[src/rtl/fbaud_pkg.sv]
package fbaud_pkg;

    localparam int unsigned DIV_W   = 16;
    localparam int unsigned WDATA_W = 16;
    localparam int unsigned SLOTS   = 16;
    localparam int unsigned SLOT_W  = $clog2(SLOTS);
    localparam int unsigned CNT_W   = DIV_W + 1;

    typedef enum logic {
        SEL_DIVISOR = 1'b0,
        SEL_MASK    = 1'b1
    } wr_target_e;

    typedef struct packed {
        logic [DIV_W-1:0] div;
        logic [SLOTS-1:0] mask;
        logic             frac;
    } baud_cfg_t;

    localparam baud_cfg_t CFG_RESET = '{div: '0, mask: '0, frac: 1'b0};

    // Evenly spread stretch pattern for a 1/16 remainder.
    function automatic logic [SLOTS-1:0] spread_mask(input logic [SLOT_W-1:0] rem);
        logic [SLOTS-1:0] m;
        unique case (rem)
            4'd0:  m = 16'h0000;
            4'd1:  m = 16'h0080;
            4'd2:  m = 16'h0808;
            4'd3:  m = 16'h0888;
            4'd4:  m = 16'h2222;
            4'd5:  m = 16'h4924;
            4'd6:  m = 16'h4A52;
            4'd7:  m = 16'h54AA;
            4'd8:  m = 16'h5555;
            4'd9:  m = 16'hD555;
            4'd10: m = 16'hD5D5;
            4'd11: m = 16'hDDD5;
            4'd12: m = 16'hDDDD;
            4'd13: m = 16'hDFDD;
            4'd14: m = 16'hDFDF;
            default: m = 16'hFFDF;
        endcase
        return m;
    endfunction

endpackage

[src/rtl/frac_tick_regs.sv]
module frac_tick_regs
    import fbaud_pkg::*;
#(
    parameter bit HAS_FRAC = 1'b1
) (
    input  logic               clk,
    input  logic               rst,
    input  logic               wr_en,
    input  logic               wr_sel,
    input  logic [WDATA_W-1:0] wr_data,
    input  logic               frac_en,
    input  logic               boundary,
    output baud_cfg_t          act
);

    logic [DIV_W-1:0] sh_div;
    logic [SLOTS-1:0] sh_mask;
    wr_target_e       target;

    assign target = wr_target_e'(wr_sel);

    always_ff @(posedge clk) begin
        if (rst) begin
            sh_div <= '0;
        end else if (wr_en && target == SEL_DIVISOR) begin
            sh_div <= wr_data[DIV_W-1:0];
        end
    end

    generate
        if (HAS_FRAC) begin : g_mask
            always_ff @(posedge clk) begin
                if (rst) begin
                    sh_mask <= '0;
                end else if (wr_en && target == SEL_MASK) begin
                    sh_mask <= wr_data[SLOTS-1:0];
                end
            end
        end else begin : g_nomask
            assign sh_mask = '0;
        end
    endgenerate

    always_ff @(posedge clk) begin
        if (rst) begin
            act <= CFG_RESET;
        end else if (boundary) begin
            act.div  <= sh_div;
            act.mask <= sh_mask;
            act.frac <= frac_en;
        end
    end

endmodule

[src/rtl/frac_tick_counter.sv]
module frac_tick_counter
    import fbaud_pkg::*;
(
    input  logic              clk,
    input  logic              rst,
    input  baud_cfg_t         act,
    output logic              tick,
    output logic [SLOT_W-1:0] slot
);

    logic [CNT_W-1:0] cnt;
    logic [CNT_W-1:0] limit;
    logic             stretch;

    assign stretch = act.frac & act.mask[slot];
    assign limit   = {1'b0, act.div} + CNT_W'(stretch);
    assign tick    = (cnt == limit);

    always_ff @(posedge clk) begin
        if (rst) begin
            cnt  <= '0;
            slot <= '0;
        end else if (tick) begin
            cnt  <= '0;
            slot <= slot + SLOT_W'(1);
        end else begin
            cnt  <= cnt + CNT_W'(1);
        end
    end

endmodule

[src/rtl/frac_mask_lut.sv]
module frac_mask_lut
    import fbaud_pkg::*;
(
    input  logic [SLOT_W-1:0] rem,
    output logic [SLOTS-1:0]  mask
);

    always_comb mask = spread_mask(rem);

endmodule

[src/rtl/frac_tick_gen.sv]
module frac_tick_gen
    import fbaud_pkg::*;
#(
    parameter bit HAS_FRAC = 1'b1
) (
    input  logic         clk,
    input  logic         rst,
    input  logic         frac_en,
    input  logic         wr_en,
    input  logic         wr_sel,
    input  logic [15:0]  wr_data,
    input  logic [3:0]   rem_in,
    output logic [15:0]  rem_mask,
    output logic         tick,
    output logic [3:0]   slot
);

    baud_cfg_t act;
    logic      boundary;

    assign boundary = tick && (slot == SLOT_W'(SLOTS - 1));

    frac_tick_regs #(.HAS_FRAC(HAS_FRAC)) u_regs (
        .clk      (clk),
        .rst      (rst),
        .wr_en    (wr_en),
        .wr_sel   (wr_sel),
        .wr_data  (wr_data),
        .frac_en  (frac_en),
        .boundary (boundary),
        .act      (act)
    );

    frac_tick_counter u_cnt (
        .clk  (clk),
        .rst  (rst),
        .act  (act),
        .tick (tick),
        .slot (slot)
    );

    frac_mask_lut u_lut (
        .rem  (rem_in),
        .mask (rem_mask)
    );

endmodule

[config.mk]
export PLATFORM = sky130hd
export DESIGN_NAME = frac_tick_gen
export DESIGN_NICKNAME = d
export VERILOG_FILES = /design/src/rtl/fbaud_pkg.sv /design/src/rtl/frac_tick_regs.sv /design/src/rtl/frac_tick_counter.sv /design/src/rtl/frac_mask_lut.sv /design/src/rtl/frac_tick_gen.sv
export SDC_FILE = /design/constraint.sdc
export NUM_CORES = 1
export LEC_CHECK = 0
export CORE_MARGIN = 3
export CORE_UTILIZATION = 45
export DETAILED_ROUTE_END_ITERATION = 16
export PLACE_DENSITY_LB_ADDON = 0.08
export SYNTH_ARGS = -nofsm -noshare
export SYNTH_HDL_FRONTEND = slang
export SYNTH_SLANG_ARGS = --single-unit
[constraint.sdc]
create_clock -name clk -period 11 [get_ports clk]
set_input_delay 1.65 -clock clk [delete_from_list [all_inputs] [get_ports clk]]
set_output_delay 1.65 -clock clk [all_outputs]
set_load 0.01 [all_outputs]
==> run_results.csv, run 1 <==
group,metric,value,unit
run_status,outcome,"complete, no violations",
power,power_density,120,nW/um^2
synth,synth_top_area_cell,"dfxtp_1",
final_layout,post-route-util,53.6,%
setup_path,r2r_slack,5.95,ns
synth,post_synth_inst_count,528,
setup_path,ff2ff_path_depth,12,
sta,finalHoldViolCount,0,
synth,synth.area.top_cells,"dfxtp_1 (39%), nand2_1 (12%), mux2i_1 (7.2%)",
global_routing,grt_usage,19.5,%
routing,dr_wl_met2,5010,um
hold_path,hold_class,"reg2reg",
routing,avgRoutedWirePerCell,15.1,um
synth,ys_warn_count,0,
final_layout,final_area,5050,um^2
clocking,clock_latency,0.36,ns
synth,synth_area,4420,um^2
sta,fin_crit,6.20,ns
routing,drt-met1-wl,4850,um
synth,synth_edf_count,0,
setup_path,endpoint,"tick",
routing,met3_length,321,um
floorplanning,num_rows,35,
sta,rsz0062_at_grt,"false",
power,irDropWorstVdd,0.0836,mV
global_routing,grt_overflow,0,
synth,ys.flop_type,"dfxtp_1",
final_layout,area_growth,14.1,%
clocking,postCtsSetupRepairBufs,0,
sta,setup-violations-final,0,
routing,vias,3600,
routing,route.detailed.drc,0,
clocking,clk_pin_slew,0.09,ns
routing,top_layer,"met4",
place,gp_congestion,0.905,
clocking,clockBufferDepth,2,
sta,drv_slew,0,
floorplanning,core-area,9420,um^2
routing,routed_via_density,5.29,
synth,synth-async-reset-ratio,0,%
clocking,clock-sinks,86,
sta,tightest_slew,1.19,ns
power,leakagePower,1.78,nW
setup_path,worstSetupStartpoint,"u_cnt.slot[0]$_SDFFE_PP0N_",
setup_path,critical_path_required,9.35,ns
sta,whs,0.452,ns
sta,fin_tns_setup,0,ns
clocking,ctsHoldBuffers,0,
setup_path,critical_path_peak_fanout,9,
setup_path,end_kind,"output pin",
final_layout,fin_nets,582,
clocking,cts_tree,"done",
synth,ys_seq_area_share,38.9,%
setup_path,r2r_start,"u_cnt.slot[0]$_SDFFE_PP0N_",
sta,clock.fmax,161,MHz
final_layout,antenna_cells,0,
global_routing,antenna_found_initial,0,
place,dp_hpwl,7330,um
synth,synth_fp_nets,563,
floorplanning,chipWidth,105,um
setup_path,critical_path_class,"reg2out",
clocking,postCtsResizedCells,0,
sta,fin_skew,0.0132,ns
floorplanning,die_area,11100,um^2
routing,final_antenna_net_count,0,
hold_path,hold_path_startpoint,"u_regs.sh_div[4]$_SDFFE_PP0P_",
clocking,cts_made_buffers,9,
sta,fin_crit_sh,56.4,%
synth,yosysTopAreaCellShare,38.9,%
run,max_cap_violations,0,
global_routing,grt_pass1_wl,17200,um
final_layout,drive_above_1_share,6.52,%
setup_path,crit_path_start_kind,"register",
global_routing,grt_max_degree,64,
floorplanning,die_h,105,um
synth,ys_ff_latch,86,
routing,routed_wl,10300,um
floorplanning,io_pins,46,
clocking,root_buffer,"clkbuf_8",
global_routing,grt_pass1_vias,3297,
setup_path,crit_arrival,4.55,ns
synth,ys_types,56,
clocking,htree_levels,3,
synth,syn_avg_cell_area,8.38,um^2
place,portBuffers,45,
final_layout,fill_cells,921,
place,post_dp_cell_area,4840,um^2
routing,first_pass_iters,4,
sta,slew_headroom,20.4,%
routing,dr.first_iter.drc_count,200,
setup_path,r2r-end,"u_regs.act[0]$_SDFFE_PP0P_",
floorplanning,initial_utilization,47.0,%
[routing by layer]
layer | vias up | global-route usage [%]
met5 | - | 0
met4 | 0 | 5.25
met3 | 6 | 4.94
met2 | 60 | 31.7
met1 | 1697 | 25.7
li1 | 1837 | -
[worst max-delay path: stages (launching register included)]
cell and delay [ns]:
dfxtp_1 0.57, mux4_2 0.55, mux4_2 0.49, and2_1 0.17, ha_1 0.27, ha_1 0.28, nand3_1 0.26, nor3_1 0.11
xnor2_1 0.17, a2111oi_4 0.41, nand3_2 0.23, nor2_1 0.13, clkdlybuf4s50_1 0.55
[layout make-up]
type	count	area (um^2)	area share [%]
Inverter	9	33.8	0.669
Tap cell	129	161	3.20
Clock buffer	10	138	2.73
Clock inverter	6	66.3	1.31
Multi-Input combinational cell	395	2470	48.9
Sequential cell	86	1720	34.1
Timing Repair Buffer	46	458	9.07
[cells in the mapped netlist (all sizes together), types with 4 or more instances]
master and number:
o31ai 5, ha 10, o21ai 11, a21o 4
clkbuf 23, and3 8, mux4 5, nor2b 8
nand4 5, nand3 22, nor4 4, mux2i 32
xnor2 15, buf 15, a211oi 5, xor2 19
inv 9, dfxtp 86, nor2 29, nor3 5
nand2 138, a21oi 36
[kinds of logic after synthesis]
kind of cell | after synthesis | synth area share [%]
mux | 38 | 10.0
simple gates | 240 | 25.5
compound gates | 73 | 10.7
flops | 86 | 38.9
buf+inv | 47 | 5.29
fa+ha+maj | 10 | 2.83
xor+xnor | 34 | 6.73
[layout by cell type (no fill, tap or decap), types with 8 or more instances in the layout]
master / synthesis / final
ha_1: 10 / 10
o21ai_0: 10 / 10
nor2b_1: 8 / 8
a21oi_1: 36 / 36
mux2i_1: 32 / 32
nand3_1: 21 / 21
and3_1: 8 / 8
xnor2_1: 15 / 15
nor2_1: 28 / 28
clkbuf_8: 0 / 10
inv_1: 8 / 8
xor2_1: 19 / 19
dfxtp_1: 86 / 86
clkdlybuf4s50_1: 0 / 45
nand2_1: 138 / 138
[registers in the layout, summed over array words and instances, names as in the netlist]
register	flops
u_regs.sh_mask	16
u_cnt.cnt	17
u_regs.act	33
u_cnt.slot	4
u_regs.sh_div	16
[how the worst min path moves through the flow]
stage	endpoint	slack [ns]	cells after the start
after global placement	u_regs.act[16]$_SDFFE_PP0P_	0.44	2
after detailed placement	u_regs.sh_div[4]$_SDFFE_PP0P_	0.44	2
after global routing	u_regs.act[9]$_SDFFE_PP0P_	0.47	2
after floorplan	u_regs.act[0]$_SDFFE_PP0P_	0.43	2
final	u_regs.sh_div[4]$_SDFFE_PP0P_	0.45	2
after CTS	u_regs.sh_div[4]$_SDFFE_PP0P_	0.46	2
[metrics by stage]
stage	cells	power [mW]	setup WS [ns]
final	681	0.604	4.80
after global routing	681	0.632	4.50
after CTS	681	0.614	4.77
after detailed placement	665	0.381	5.19
after global placement	665	0.381	5.30
after floorplan	528	0.357	5.84
[power breakdown]
part           internal [mW]  switching [mW]  total, mW
Clock                  0.112           0.117      0.230
Combinational         0.0252          0.0264     0.0516
Sequential             0.317         0.00481      0.322
No activity file was read; power rests on OpenSTA's default activity.
==> inputs of run 2 (changes only) <==
==> constraint.sdc (replaced) <==
create_clock -name clk -period 5.05 [get_ports clk]
set_input_delay 0.7575 -clock clk [delete_from_list [all_inputs] [get_ports clk]]
set_output_delay 0.7575 -clock clk [all_outputs]
set_load 0.01 [all_outputs]
==> run 2 against run 1 <==
Routed wire length up 0.25%; clock power up 130%; clock-buffer cell count is 1 higher; sequential power rose by 120%; cell count is 0.73% higher; register-to-register slack worse by 5.1 ns; worst setup slack worse by 4.6 ns; sequential share of layout area decreased by 0.40 points; worst hold slack improved by 0.0088 ns; power grew 120%; clock skew decreased by 0.0036 ns; first-iteration DRC count down 31%; critical path type unchanged.
==> run_results.csv, run 2 (synthesized netlist as in run 1, its figures left out) <==
group,metric,value,unit
routing,routed_via_density,5.27,
global_routing,grt_overflow,0,
sta,drv_slew,0,
power,power_density,261,nW/um^2
run,max_cap_violations,0,
final_layout,regMostFlops,"u_regs.act",
setup_path,critical_path_peak_fanout,9,
routing,final_antenna_net_count,0,
final_layout,seqCellArea,1730,um^2
clocking,ctsHoldBuffers,0,
clocking,clock_latency,0.36,ns
final_layout,drive_above_1_share,8.08,%
final_layout,antenna_cells,0,
global_routing,grt_max_degree,64,
setup_path,crit_chain,"mux4_2, mux4_2, and2_1, ha_2, ha_2, and3_1, a31oi_1, o211ai_1, nor4_4, nand3_2, nor2_1, clkdlybuf4s50_1",
final_layout,post-route-util,54.4,%
floorplanning,die_h,105,um
global_routing,antenna_found_initial,0,
place,dp.cells,669,
sta,fin_crit_sh,95.7,%
final_layout,multi_input_area,2490,um^2
setup_path,crit_buf_inv,1,
power,power.total,1.33,mW
run_status,outcome,"complete, no violations",
sta,setup-violations-final,0,
sta,slew_headroom,32.5,%
clocking,cts_tree,"done",
sta,fin_skew,0.00962,ns
global_routing,grt_pass1_wl,17100,um
final_layout,area_growth,15.7,%
setup_path,slowest_stage,"clkdlybuf4s50_1",
sta,fin_crit,4.83,ns
routing,dr_wl_met2,5140,um
final_layout,largest_reg_flops,33,
final_layout,fin_nets,587,
place,dp_hpwl,7530,um
setup_path,cp_top_family,"multiplexers",
final_layout,final_common_cell,"nand2_1",
sta,clock.fmax,207,MHz
routing,met3_length,366,um
clocking,htree_levels,3,
setup_path,crit_arrival,4.07,ns
floorplanning,num_rows,35,
place,portBuffers,45,
sta,rsz0062_at_grt,"false",
routing,top_layer,"met4",
setup_path,crit_path_start_kind,"register",
floorplanning,die_area,11100,um^2
global_routing,grt_usage,19.2,%
routing,drt-met1-wl,4660,um
floorplanning,core-area,9420,um^2
final_layout,top_regs,"u_regs.act x33, u_cnt.cnt x17",
final_layout,fill_cells,890,
routing,route.detailed.drc,0,
floorplanning,io_pins,46,
routing,vias,3618,
final_layout,fin_cells,686,
final_layout,final_cell_mix,"nand2_1 (138), dfxtp_1 (85), clkdlybuf4s50_1 (45), a21oi_1 (36), mux2i_1 (32)",
floorplanning,initial_utilization,47.0,%
sta,tightest_slew,1.01,ns
sta,fin_tns_setup,0,ns
clocking,cts_made_buffers,9,
place,gp_congestion,0.930,
setup_path,critical_path_required,4.29,ns
routing,avgRoutedWirePerCell,15.0,um
hold_path,hold_class,"reg2reg",
setup_path,critical_path_class,"reg2out",
routing,first_pass_iters,5,
clocking,clock-sinks,86,
routing,dr.first_iter.drc_count,138,
clocking,clockBufferDepth,2,
setup_path,end_kind,"output pin",
clocking,clk_pin_slew,0.09,ns
clocking,root_buffer,"clkbuf_8",
setup_path,cpPeakStageDelay,0.55,ns
sta,finalHoldViolCount,0,
power,leakagePower,1.81,nW
routing,routed_wl,10300,um
floorplanning,chipWidth,105,um
power,irDropWorstVdd,0.221,mV
global_routing,grt_pass1_vias,3487,
## run 2: cell count changes in the layout (fill, tap and decap cells not counted)
cell	previous run	this run
dfxtp_4	0	1
buf_4	1	6
ha_2	0	2
inv_8	0	1
nand3_1	21	20
clkinv_4	1	0
ha_1	10	8
clkbuf_8	10	11
clkinv_2	2	1
dfxtp_1	86	85
nor4_4	0	1
nand3_2	1	2
nor4_2	2	1
## run 2: worst paths after layout
path	from	to	slack, ns	cells past startpoint
max	u_cnt.slot[0]$_SDFFE_PP0N_	tick	0.22	12
min	u_regs.sh_mask[12]$_SDFFE_PP0P_	u_regs.sh_mask[12]$_SDFFE_PP0P_	0.46	2
max reg2reg	u_cnt.slot[0]$_SDFFE_PP0N_	u_regs.act[5]$_SDFFE_PP0P_	0.86	14
min reg2reg	u_regs.sh_mask[12]$_SDFFE_PP0P_	u_regs.sh_mask[12]$_SDFFE_PP0P_	0.46	2
## run 2: through the flow
stage | setup slack [ns] | hold slack (ns) | instance area, um^2
after floorplan | 0.779 | 0.430 | 4420
after global placement | 0.327 | 0.444 | 4870
after detailed placement | 0.250 | 0.444 | 4870
after CTS | 0.0462 | 0.461 | 5110
after global routing | 0.0633 | 0.476 | 5120
final | 0.219 | 0.461 | 5120
## run 2: timing repair
action                     CTS  global route
pin swaps                    0             1
hold endpoints to repair     0             0
setup endpoints to repair    1             1
buffers inserted             0             1
gates resized for setup      4             2
## run 2: area by class of cell
type	instances	share of cell area (%)
clock buffers	11	2.96
clock inverters	5	1.25
inverters	9	0.660
multi-input cells	395	48.6
flip-flops and latches	86	33.7
well taps	129	3.15
repair buffers	51	9.68
## run 2: per-layer routing
layer	global-route usage (%)	vias up
li1	-	1835
met1	23.6	1702
met2	33.6	70
met3	3.83	11
met4	6.00	0
met5	0	-
## run 2: tightest hold or removal path, cell delays in order, from the launching register on
cell     delay (ns)
dfxtp_1        0.32
nand2_1        0.05
a21oi_1        0.05
## run 2: where the power goes
part	switching, mW	internal, mW	leakage [nW]
registers	0.00999	0.691	0.697
logic	0.0576	0.0548	1.00
clock network	0.259	0.262	0.112
total	0.326	1.01	1.81
==> inputs of run 3 (changes only) <==
==> constraint.sdc (replaced) <==
create_clock -name clk -period 5.05 [get_ports clk]
set_input_delay 0.7575 -clock clk [delete_from_list [all_inputs] [get_ports clk]]
set_output_delay 0.7575 -clock clk [all_outputs]
set_load 0.02 [all_outputs]
==> run 3 against run 2 <==
Clock power fell by 3%; register-to-register slack worse by 0.30 ns; sequential power about the same; via count unchanged; clock-buffer cell count shrank 1; highest routed layer unchanged; combinational power rose by 8%; routed wire length decreased by 1.3%; flip-flop and latch count did not move; first-iteration DRC count is 36% higher.
==> run_results.csv, run 3 (synthesized netlist as in run 1, its figures left out) <==
group,metric,value,unit
final_layout,antenna_cells,0,
routing,first_pass_iters,4,
setup_path,crit_arrival,4.02,ns
clocking,cts_made_buffers,9,
global_routing,grt_overflow,0,
sta,setup-violations-final,0,
clocking,root_buffer,"clkbuf_8",
setup_path,critical_path_class,"reg2out",
final_layout,regMostFlops,"u_regs.act",
place,portBuffers,45,
sta,fin_skew,0.0145,ns
final_layout,largest_reg_flops,33,
clocking,cts_tree,"done",
sta,finalHoldViolCount,0,
sta,slew_headroom,30.0,%
clocking,ctsHoldBuffers,0,
sta,fin_crit,4.78,ns
routing,dr.first_iter.drc_count,188,
clocking,clock-sinks,86,
global_routing,grt_pass1_wl,17100,um
floorplanning,io_pins,46,
final_layout,top_regs,"u_regs.act x33, u_cnt.cnt x17",
floorplanning,die_area,11100,um^2
setup_path,critical_path_required,4.29,ns
global_routing,grt_usage,19.3,%
floorplanning,chipWidth,105,um
global_routing,grt_pass1_vias,3404,
final_layout,final_area,5100,um^2
final_layout,post-route-util,54.2,%
run,max_cap_violations,0,
global_routing,antenna_found_initial,0,
clocking,clk_pin_slew,0.10,ns
clocking,clock_latency,0.37,ns
sta,fin_crit_sh,94.6,%
routing,route.detailed.drc,0,
power,power_density,260,nW/um^2
power,leakagePower,1.80,nW
hold_path,hold_class,"reg2reg",
final_layout,area_growth,15.3,%
place,dp_hpwl,7480,um
setup_path,critical_path_peak_fanout,9,
sta,clock.fmax,209,MHz
sta,tightest_slew,1.05,ns
final_layout,final_cell_mix,"nand2_1 (138), dfxtp_1 (85), clkdlybuf4s50_1 (44), a21oi_1 (36), mux2i_1 (32)",
floorplanning,num_rows,35,
clocking,htree_levels,3,
clocking,clockBufferDepth,2,
sta,rsz0062_at_grt,"false",
routing,routed_wl,10200,um
run_status,outcome,"complete, no violations",
place,gp_congestion,0.882,
final_layout,final_common_cell,"nand2_1",
floorplanning,initial_utilization,47.0,%
place,pre_cts_ws,0.149,ns
sta,fin_tns_setup,0,ns
routing,final_antenna_net_count,0,
routing,vias,3618,
final_layout,fin_nets,587,
floorplanning,core-area,9420,um^2
sta,setup_ws,0.272,ns
sta,drv_slew,0,
floorplanning,die_h,105,um
setup_path,crit_path_start_kind,"register",
power,irDropWorstVdd,0.188,mV
final_layout,drive_above_1_share,7.54,%
setup_path,end_kind,"output pin",
global_routing,grt_max_degree,64,
place,post_dp_cell_area,4880,um^2
routing,avgRoutedWirePerCell,14.8,um
routing,routed_via_density,5.27,
-- run 3: cell count changes in the layout (fill, tap and decap cells not counted), sizes merged --
cell,delta
clkbuf,-1
clkinvlp,+1
dlygate4sd2,+1
inv,-2
clkinv,+2
clkdlybuf4s50,-1
-- run 3: final timing paths --
kind                                  startpoint                     endpoint  slack, ns  depth (start not counted)
hold reg to reg   u_regs.sh_mask[9]$_SDFFE_PP0P_  u_regs.act[10]$_SDFFE_PP0P_       0.45                          2
hold / removal    u_regs.sh_mask[9]$_SDFFE_PP0P_  u_regs.act[10]$_SDFFE_PP0P_       0.45                          2
setup / recovery      u_cnt.slot[0]$_SDFFE_PP0N_                         tick       0.27                         12
setup reg to reg      u_cnt.slot[0]$_SDFFE_PP0N_  u_regs.act[16]$_SDFFE_PP0P_       0.56                         14
-- run 3: routing by layer --
layer  routed length (um)  global-route usage (%)
met1                 4590                    23.8
met2                 5040                    33.2
met3                  311                    3.89
met4                  228                    6.94
met5                    0                       0
-- run 3: critical path, stage by stage (launching register included) --
cell	delay, ns
dfxtp_4	0.42
mux4_2	0.50
mux4_2	0.48
and2_1	0.17
ha_1	0.27
ha_1	0.28
and3_1	0.25
a31oi_1	0.21
o211ai_1	0.14
nor4_2	0.34
nand3_2	0.12
nor2_1	0.11
dlygate4sd2_1	0.34
-- run 3: power by group --
group	total, mW	switching [mW]	internal [mW]
Clock	0.504	0.259	0.245
Sequential	0.701	0.00979	0.691
Combinational	0.121	0.0665	0.0550
Total	1.33	0.335	0.991
-- run 3: area by class of cell --
class | count | area (um^2)
Multi-Input combinational cell | 395 | 2470
Inverter | 9 | 33.8
Fill cell | 895 | 4310
Clock buffer | 10 | 138
Clock inverter | 6 | 68.8
Tap cell | 129 | 161
Timing Repair Buffer | 51 | 507
Sequential cell | 86 | 1730
-- run 3: through the flow --
| step | total power, mW | hold slack, ns | instances |
|---|---|---|---|
| after floorplan | 0.785 | 0.430 | 528 |
| after CTS | 1.35 | 0.454 | 685 |
| final | 1.33 | 0.451 | 686 |
| after detailed placement | 0.840 | 0.442 | 668 |
| after global placement | 0.837 | 0.440 | 668 |
| after global routing | 1.38 | 0.468 | 686 |
-- run 3: timing repair --
action / CTS / global route
resized for setup: 2 / 1
pin swaps: 1 / 1
cloned: 0 / 0
endpoints found under the setup margin: 1 / 1
setup buffers: 1 / 1
